$ cat config.mk
export PLATFORM = sky130hd
export DESIGN_NAME = pll_band_cal
export DESIGN_NICKNAME = d
export VERILOG_FILES = /design/src/rtl/pll_band_cal_pkg.sv /design/src/rtl/band_offset.sv /design/src/rtl/lock_timer.sv /design/src/rtl/pll_band_cal.sv
export SDC_FILE = /design/constraint.sdc
export NUM_CORES = 1
export LEC_CHECK = 0
export BUFFER_PORTS_ARGS = -buffer_cell sky130_fd_sc_hd__clkbuf_2
export CELL_PAD_IN_SITES_DETAIL_PLACEMENT = 0
export CELL_PAD_IN_SITES_GLOBAL_PLACEMENT = 1
export CORE_MARGIN = 5
export CORE_UTILIZATION = 38
export CTS_CLUSTER_SIZE = 28
export DETAILED_ROUTE_END_ITERATION = 12
export MAX_ROUTING_LAYER = met4
export PLACE_DENSITY = 0.75
export SKIP_CTS_REPAIR_TIMING = 1
export SLEW_MARGIN = 40
export SYNTH_ARGS = -nofsm -noshare
export SYNTH_HDL_FRONTEND = slang
export SYNTH_SLANG_ARGS = --single-unit
$ cat constraint.sdc
create_clock -name clk -period 3 [get_ports clk]
set_input_delay 0.15 -clock clk [delete_from_list [all_inputs] [get_ports clk]]
set_output_delay 0.15 -clock clk [all_outputs]
set_load 0.005 [all_outputs]
$ cat src/rtl/pll_band_cal_pkg.sv
package pll_band_cal_pkg;
    localparam int BAND_W    = 6;
    localparam int BAND_LSB  = 2;
    localparam int AUTO_CODE = 63;
    localparam int BAND_MAX  = 62;
    localparam int CFG_ADDR  = 4;

    typedef enum logic [3:0] {
        ST_IDLE,
        ST_RD_CFG,
        ST_RD_CFG_W,
        ST_WR_AUTO,
        ST_WAIT_LOCK,
        ST_RD_BAND,
        ST_RD_BAND_W,
        ST_WR_FINAL,
        ST_DONE,
        ST_FAIL
    } cal_state_t;
endpackage

$ cat src/rtl/band_offset.sv
module band_offset
    import pll_band_cal_pkg::*;
(
    input  logic signed [7:0]  temp_c,
    input  logic [BAND_W-1:0]  band_in,
    output logic [BAND_W-1:0]  band_corr
);
    logic signed [7:0] t_cl;
    logic signed [3:0] offs;
    logic signed [8:0] sum;
    logic              upper;

    always_comb begin
        if (temp_c < -8'sd40)      t_cl = -8'sd40;
        else if (temp_c > 8'sd85)  t_cl = 8'sd85;
        else                       t_cl = temp_c;
    end

    assign upper = band_in[BAND_W-1];

    always_comb begin
        if (t_cl >= 8'sd55)       offs = -4'sd1;
        else if (t_cl >= 8'sd15)  offs = 4'sd0;
        else if (t_cl >= -8'sd10) offs = 4'sd1;
        else if (upper && t_cl < -8'sd30) offs = 4'sd3;
        else                      offs = 4'sd2;
    end

    always_comb begin
        sum = $signed({3'b000, band_in}) + {{5{offs[3]}}, offs};
        if (sum < 9'sd0)                   band_corr = '0;
        else if (sum > 9'(BAND_MAX))       band_corr = BAND_W'(BAND_MAX);
        else                               band_corr = sum[BAND_W-1:0];
    end
endmodule

$ cat src/rtl/lock_timer.sv
module lock_timer #(
    parameter int CYCLES = 1000
) (
    input  logic clk,
    input  logic rst_n,
    input  logic clear,
    input  logic run,
    output logic expired
);
    localparam int CNT_W = $clog2(CYCLES + 1);
    logic [CNT_W-1:0] cnt;

    always_ff @(posedge clk or negedge rst_n) begin
        if (!rst_n)              cnt <= '0;
        else if (clear)          cnt <= '0;
        else if (run && !expired) cnt <= cnt + 1'b1;
    end

    assign expired = (cnt >= CNT_W'(CYCLES - 1));
endmodule

$ cat src/rtl/pll_band_cal.sv
module pll_band_cal
    import pll_band_cal_pkg::*;
#(
    parameter int ADDR_W     = 8,
    parameter int DATA_W     = 16,
    parameter int CLK_HZ     = 200_000_000,
    parameter int TIMEOUT_US = 5000
) (
    input  logic              clk,
    input  logic              rst_n,
    input  logic              start,
    input  logic signed [7:0] temp_c,
    input  logic              lock_in,
    output logic              reg_we,
    output logic              reg_re,
    output logic [ADDR_W-1:0] reg_addr,
    output logic [DATA_W-1:0] reg_wdata,
    input  logic [DATA_W-1:0] reg_rdata,
    output logic              done,
    output logic              error,
    output logic [5:0]        band_out
);
    localparam int TIMEOUT_CYC = (CLK_HZ / 1_000_000) * TIMEOUT_US;
    localparam logic [DATA_W-1:0] BAND_MASK =
        DATA_W'(((1 << BAND_W) - 1) << BAND_LSB);

    cal_state_t        state, nxt;
    logic [DATA_W-1:0] cfg_q;
    logic [BAND_W-1:0] rb_q;
    logic signed [7:0] temp_q;
    logic [BAND_W-1:0] corr;
    logic              tmr_clr, tmr_exp;

    band_offset u_offset (
        .temp_c    (temp_q),
        .band_in   (rb_q),
        .band_corr (corr)
    );

    lock_timer #(.CYCLES(TIMEOUT_CYC)) u_timer (
        .clk     (clk),
        .rst_n   (rst_n),
        .clear   (tmr_clr),
        .run     (state == ST_WAIT_LOCK),
        .expired (tmr_exp)
    );

    always_comb begin
        nxt = state;
        unique case (state)
            ST_IDLE:      if (start) nxt = ST_RD_CFG;
            ST_RD_CFG:    nxt = ST_RD_CFG_W;
            ST_RD_CFG_W:  nxt = ST_WR_AUTO;
            ST_WR_AUTO:   nxt = ST_WAIT_LOCK;
            ST_WAIT_LOCK: begin
                if (lock_in)      nxt = ST_RD_BAND;
                else if (tmr_exp) nxt = ST_FAIL;
            end
            ST_RD_BAND:   nxt = ST_RD_BAND_W;
            ST_RD_BAND_W: nxt = ST_WR_FINAL;
            ST_WR_FINAL:  nxt = ST_DONE;
            ST_DONE:      nxt = ST_IDLE;
            ST_FAIL:      nxt = ST_IDLE;
            default:      nxt = ST_IDLE;
        endcase
    end

    always_ff @(posedge clk or negedge rst_n) begin
        if (!rst_n) state <= ST_IDLE;
        else        state <= nxt;
    end

    always_ff @(posedge clk or negedge rst_n) begin
        if (!rst_n) begin
            cfg_q    <= '0;
            rb_q     <= '0;
            temp_q   <= '0;
            error    <= 1'b0;
            band_out <= '0;
        end else begin
            if (state == ST_IDLE && start) begin
                temp_q <= temp_c;
                error  <= 1'b0;
            end
            if (state == ST_RD_CFG_W || state == ST_RD_BAND_W)
                cfg_q <= reg_rdata;
            if (state == ST_RD_BAND_W)
                rb_q <= reg_rdata[BAND_LSB +: BAND_W];
            if (state == ST_WAIT_LOCK && !lock_in && tmr_exp)
                error <= 1'b1;
            if (state == ST_WR_FINAL)
                band_out <= corr;
        end
    end

    always_comb begin
        reg_we    = 1'b0;
        reg_re    = 1'b0;
        reg_addr  = ADDR_W'(CFG_ADDR);
        reg_wdata = '0;
        done      = 1'b0;
        tmr_clr   = 1'b0;
        unique case (state)
            ST_IDLE:      ;
            ST_RD_CFG:    reg_re = 1'b1;
            ST_RD_CFG_W:  ;
            ST_WR_AUTO: begin
                reg_we    = 1'b1;
                reg_wdata = (cfg_q & ~BAND_MASK) | (DATA_W'(AUTO_CODE) << BAND_LSB);
                tmr_clr   = 1'b1;
            end
            ST_WAIT_LOCK: ;
            ST_RD_BAND:   reg_re = 1'b1;
            ST_RD_BAND_W: ;
            ST_WR_FINAL: begin
                reg_we    = 1'b1;
                reg_wdata = (cfg_q & ~BAND_MASK) | (DATA_W'(corr) << BAND_LSB);
            end
            ST_DONE:      done = 1'b1;
            ST_FAIL:      done = 1'b1;
            default:      ;
        endcase
    end
endmodule

==> impl_results.md, run 1 <==
- Hold_ws: 0.0539 ns
- Final WS setup: -0.398 ns
- Register area share after synthesis: 45.2%
- Synth Area in Simple Gates: 22.0%
- Hold Fails Final Rpt: 0
- Fmax: 294 MHz
- Vias per cell: 5.05
- Clock tree buffer depth: 2
- Ys async rst share: 100%
- Max-cap viol count: 0
- Setup Skew: 0.00818 ns
- CP Buf/Inv Count: 2
- Antenna violations before repair: 0
- CTS tree: done
- Die height: 99.5 um
- First-pass GRT wire length: 11.2 mm
- Primary FF master, synth: dfrtp_1
- Crit-path max FO: 2
- Area Overhead vs Synth: 19.8%
- Post-Synthesis Cell Area: 0.00304 mm2
- Final instance area: 0.00365 mm2
- Startpoint Class: flip-flop
- N_diodes: 0
- Vias in the first global route: 2447
- Kind of critical path: flip-flop to output port
- Synth Area in Compound Gates: 10.2%
- Mean post-synth cell area: 9.98 um2
- Clk root buf: clkbuf_8
- Via count: 2387
- Worst path required time: 2.85 ns
- Yosys warning total: 0
- CTS Sinks: 55
- Cell mode on critical path: nand3_1
- First DRT Iteration DRCs: 129
- Routed WL: 6.53 mm
- Die ar.: 0.00990 mm2
- Critical path's slowest cell: or4_1
- Synth Area in Adders: 3.95%
- GR Util All Layers: 13.9%
- Share of cells above drive strength 1: 31.0%
- #FFs+latches synth: 55
- Slowest Stage Delay on Critical Path: 0.53 ns
- Final setup viols: 6
- Wire per inst: 13.8 um
- Fin crit period: 3.40 ns
- Crit path DAT: 3.25 ns
- Clock latency on the worst-skew pair: 0.31 ns
- Failing checks: negative setup slack
- CTS HTree Levels: 2
- FP Rows: 32
- Final Wtd Congestion: 0.855
- Status: finished with violations
- Total grt overflow: 0
- Die width: 99.5 um
- Io pins: 62
- Crit path max-delay family: simple AND/OR/NAND/NOR gates
- Slew Viols, Final: 0
- DP Area: 0.00346 mm2
- Largest net degree at the start of global routing: 30
- CTS Buf Count: 5
- Pleak: 1.82 nW
- Max IR drop VDD: 0.484 mV
- Post-synthesis mux area share: 9.45%
- CP endpoint kind: output port
- Largest family of logic cells by synthesized area: simple AND/OR/NAND/NOR gates
- Yosys cell types: 48
- Number of synthesized flops with an enable pin: 0
- Cells after Synth: 305
- Hpwl dp: 5.01 mm
- Final period utilization: 113%
- Pre-antenna DRT Iters: 4
- Post-Synth XOR/XNOR Area: 5.47%
- Clock-pin slew on the worst setup and hold paths: 0.11 ns
- Final-stage net count: 407
- Tot Pwr: 3.53 mW
- Port bufs: 53
- RSZ-0062 raised after global routing: true
- Hold WC Path Type: primary input to flip-flop
- Starting Density: 39.2%
- DRC: 0
- Critical-path cell list: or4_1 -> nand3_1 -> a21oi_1 -> a31oi_1 -> ha_2 -> inv_2 -> fa_2 -> nand2b_4 -> a21oi_2 -> xor2_1 -> nand3_1 -> o2111ai_1 -> nand2_1 -> clkbuf_2
- Core Region: 0.00777 mm2
- Power Dens Cells: 967 mW/mm2
- FF-to-FF setup slack: 0.07 ns
- Antenna viol nets, final: 0
cell families after synthesis:
group / after synthesis
multiplexers: 26
AO/OA/AOI/OAI: 45
AND/OR/NAND/NOR: 129
other: 2
XOR/XNOR: 19
adder cells (fa/ha/maj): 9
flip-flops: 55
buffers and inverters: 20
cell type report:
| class | count | area (um2) |
|---|---|---|
| Fill cell | 758 | 4120 |
| Multi-Input combinational cell | 236 | 1650 |
| Sequential cell | 55 | 1380 |
| Timing Repair Buffer | 68 | 380 |
| Tap cell | 102 | 128 |
| Clock buffer | 5 | 68.8 |
| Clock inverter | 3 | 28.8 |
| Inverter | 4 | 15.0 |
power by group:
part           switching, mW  internal, mW  leakage, nW
combinational           1.01         0.909         1.06
clock                  0.264         0.174       0.0502
sequential             0.190         0.983        0.702
layout by cell type (no fill, tap or decap), types with 5 or more instances in the layout:
cell type,instances
dfrtp_1,55
clkbuf_2,53
nand2_1,37
nor2_1,26
mux2_2,22
and2_1,14
buf_4,14
nand3_1,12
a21oi_1,10
o21ai_0,9
xor2_1,9
nand2b_1,8
xnor2_1,8
conb_1,8
ha_1,7
and3_1,6
clkbuf_8,5
sequential cells by signal, summed over array words and instances (netlist names):
name,count
error,1
band_out,6
temp_q,8
cfg_q,10
rb_q,6
u_timer.cnt,20
state,4
stage by stage:
stage                     setup TNS, ns  instances  worst slack [ns]  utilization [%]
after global routing              -3.28        473            -0.561             46.9
after CTS                         -2.75        470            -0.469             45.8
after detailed placement         -0.504        462            -0.104             44.5
after global placement           -0.102        462           -0.0366             44.5
final                             -2.08        473            -0.398             46.9
after floorplan                       0        311             0.152                -
synth_stat cells, types with 4 or more instances:
master	number	share of area [%]
dfrtp_1	55	45
nand2_1	37	4.6
nor2_1	26	3.2
mux2_2	22	8.1
and2_1	14	2.9
a21oi_1	12	2.0
nand3_1	12	2.0
o21ai_0	11	1.8
xor2_1	10	2.9
nand2b_1	9	1.8
xnor2_1	9	2.6
buf_4	8	2.0
ha_1	8	3.3
clkbuf_1	7	0.86
and3_1	6	1.2
and4_1	4	1.2
inv_1	4	0.49
mux2i_1	4	1.3
path summary, 6_finish.rpt:
path                               from               to  depth (start not counted)
min in group asynchronous         rst_n  u_timer.cnt[18]                          2
min                        reg_rdata[3]          rb_q[1]                          3
max reg2reg                   temp_q[3]      band_out[0]                         13
max in group asynchronous         rst_n          rb_q[0]                          3
min reg2reg                 band_out[3]      band_out[3]                          2
max                           temp_q[3]     reg_wdata[2]                         14
routing by layer:
| layer | global-route usage [%] | up-vias | part of all wire (%) | wire length, um |
|---|---|---|---|---|
| li1 | - | 1182 | - | - |
| met3 | 3.02 | 2 | 3.1 | 205 |
| met1 | 17.3 | 1161 | 47 | 3100 |
| met2 | 23.8 | 42 | 49 | 3200 |
| met5 | - | - | 0 | 0 |
| met4 | 2.31 | 0 | 0.29 | 19 |
worst min-delay path, stage by stage:
cell,delay [ns]
clkbuf_2,0.08
nand2_1,0.04
o21ai_0,0.06
(Power assumes the default switching activity.)
==> run 2: changes to the inputs <==
- CORE_UTILIZATION: 38 -> 47
- CTS_BUF_LIST: default -> sky130_fd_sc_hd__clkbuf_2
- PLACE_DENSITY: 0.75 -> 0.87
- clock period: 3 -> 4 ns (I/O delays scaled with it)
==> run 2 against run 1 <==
Net effect:
- the run now ends clean
- final area increased by 1.9%
- register-to-register slack improved by 0.86 ns
- die area down 17%
- non-clock buffer count increased by 15
- hold slack better by 0.033 ns
- sequential share of layout area fell by 0.65 points
- total power fell by 30%
- wire length is 3.3% higher
- flip-flop and latch count stayed put
- sequential power fell by 24%
- global-route usage increased by 2.9 points
- setup slack better by 0.65 ns
- largest power group unchanged
==> impl_results.md, run 2 (same netlist as run 1, synthesis figures left out) <==
- Status: complete, no violations
- Multi-input logic area: 0.00160 mm2 (-2.8%)
- Share of cells above drive strength 1: 25.4% (-5.6 points)
- Vias per cell: 5.30 (+5.1%)
- Total grt overflow: 0 (unchanged)
- Starting Density: 48.2% (+9.0 points)
- Slowest Stage Delay on Critical Path: 0.53 ns (about the same)
- Startpoint Class: flip-flop
- Reg-to-reg endpoint: band_out[1]
- Pleak: 1.85 nW (+1.9%)
- Clk root buf: clkbuf_2
- First DRT Iteration DRCs: 111 (-14%)
- Antenna violations before repair: 0 (unchanged)
- Max-cap viol count: 0 (unchanged)
- Worst Reg2Reg Path Length in Cells: 14 (+1)
- Final period utilization: 93.8%
- CP Buf/Inv Count: 3 (+1)
- Die ar.: 0.00819 mm2 (-17%)
- Die height: 90.5 um (-9.1%)
- CTS Buf Count: 5 (unchanged)
- Via count: 2455 (+2.8%)
- FP Rows: 29 (-9.4%)
- Slew headroom: 53.6%
- Fmax: 267 MHz
- FF-to-FF setup slack: 0.93 ns (+0.86 ns)
- Routed WL: 6.74 mm (+3.3%)
- Critical path's slowest cell: or4_1
- Worst Setup EP: reg_wdata[7]
- Hpwl dp: 4.68 mm (-6.5%)
- Antenna viol nets, final: 0 (unchanged)
- Clock latency on the worst-skew pair: 0.45 ns (+0.14 ns)
- Setup crit start: temp_q[4]
- CP endpoint kind: output port
- Area Overhead vs Synth: 22.0%
- DRC: 0 (unchanged)
- Largest register FFs: 20 (unchanged)
- Largest net degree at the start of global routing: 56 (+87%)
- CP Depth: 15 (+1)
- Power Dens Cells: 664 mW/mm2 (-31%)
- CTS HTree Levels: 2 (unchanged)
- CTS Sinks: 55 (unchanged)
- Crit path max-delay family: simple AND/OR/NAND/NOR gates
- Tot Pwr: 2.47 mW (-30%)
- First-pass GRT wire length: 11.3 mm (+1.5%)
- Die width: 90.5 um (-9.1%)
- Dpl ws: 0.732 ns (+0.836 ns)
- Clock tree buffer depth: 2 (unchanged)
- Port bufs: 53 (unchanged)
- Fill cell count: 578 (-24%)
- Commonest non-fill, non-tap cell in the layout: clkbuf_2
- Vias in the first global route: 2386 (-2.5%)
- Final Wtd Congestion: 0.811 (-5.1%)
- Final setup viols: 0 (-6)
- Max IR drop VDD: 0.376 mV (-22%)
- R2R Path Start: temp_q[4]
- Crit-path max FO: 7 (+5)
- CTS tree: done
- Largest reg by FF count: u_timer.cnt
- N_diodes: 0 (unchanged)
- Slew Viols, Final: 0 (unchanged)
- Final-stage net count: 422 (+3.7%)
- Setup Skew: 0.0377 ns (+0.0295 ns)
- Critical-path cell list: or4_1 -> nand3_1 -> a21oi_1 -> a31oi_1 -> ha_2 -> inv_1 -> fa_2 -> nand2b_4 -> a21oi_2 -> o31ai_1 -> xor2_1 -> buf_4 -> a22o_1 -> nand2_1 -> clkbuf_2
- Fin crit period: 3.75 ns
- Pre-antenna DRT Iters: 4 (unchanged)
- Worst path required time: 3.80 ns (+0.95 ns)
- Io pins: 62 (unchanged)
- GR Util All Layers: 16.9% (+2.9 points)
- Hold WC Path Type: primary input to flip-flop
- Wire per inst: 14.6 um (+5.5%)
- Kind of critical path: flip-flop to output port
- Commonest cells after routing, fill and taps aside: clkbuf_2 (58), dfrtp_1 (54), nand2_1 (37)
- Setup TNS: 0 ns (+2.08 ns)
- Clock-pin slew on the worst setup and hold paths: 0.27 ns (+0.16 ns)
- Crit path DAT: 3.55 ns (+0.30 ns)
- Hold Fails Final Rpt: 0 (unchanged)
- Final WS setup: 0.249 ns (+0.647 ns)
- Top Registers: u_timer.cnt: 20 flops, cfg_q: 10 flops, temp_q: 8 flops
- Slew @ Worst Pin: 0.696 ns
- Sequential cell area: 0.00138 mm2 (about the same)
- Core Region: 0.00631 mm2 (-19%)
## run 2: tightest hold or removal path: stages
cell	delay, ns
clkbuf_2	0.10
nor2_1	0.05
nand2_1	0.10
nand2_1	0.06
## run 2: where the power goes
| group | switching, mW | leakage [nW] | internal [mW] |
|---|---|---|---|
| clock network | 0.172 | 0.0404 | 0.103 |
| logic | 0.690 | 1.11 | 0.613 |
| registers | 0.152 | 0.701 | 0.737 |
## run 2: cell type report
cell class | count | share of cell area [%]
flip-flops and latches | 55 | 37.1
clock buffers | 5 | 0.674
multi-input cells | 236 | 43.2
repair buffers | 83 | 15.0
clock inverters | 3 | 1.04
well taps | 77 | 2.59
inverters | 4 | 0.404
## run 2: metal layers
metal | GRT usage, % | vias to the layer above | share of wire, %
met5 | - | - | 0
met4 | 3.72 | 0 | 1.3
met3 | 3.08 | 8 | 3.0
met2 | 27.2 | 43 | 50
met1 | 22.2 | 1189 | 45
li1 | - | 1215 | -
## run 2: worst min path at each step
| stage | from | to | cells after the start |
|---|---|---|---|
| 2_1_floorplan | rst_n | band_out[0] | 0 |
| 3_3_place_gp | rst_n | u_timer.cnt[10] | 2 |
| 3_5_place_dp | rst_n | u_timer.cnt[10] | 2 |
| 5_1_grt | lock_in | error | 4 |
| 4_1_cts | rst_n | u_timer.cnt[14] | 2 |
| 6_report | lock_in | state[3] | 4 |
## run 2: through the flow
stage,std cells,hold slack (ns),cell area (um2),util (%)
after floorplan,311,-0.0956,3070,-
after global placement,427,0.387,3350,53.1
after detailed placement,427,0.383,3350,53.1
after CTS,435,-0.168,3420,54.1
after global routing,463,0.0612,3710,58.8
final,463,0.0866,3710,58.8
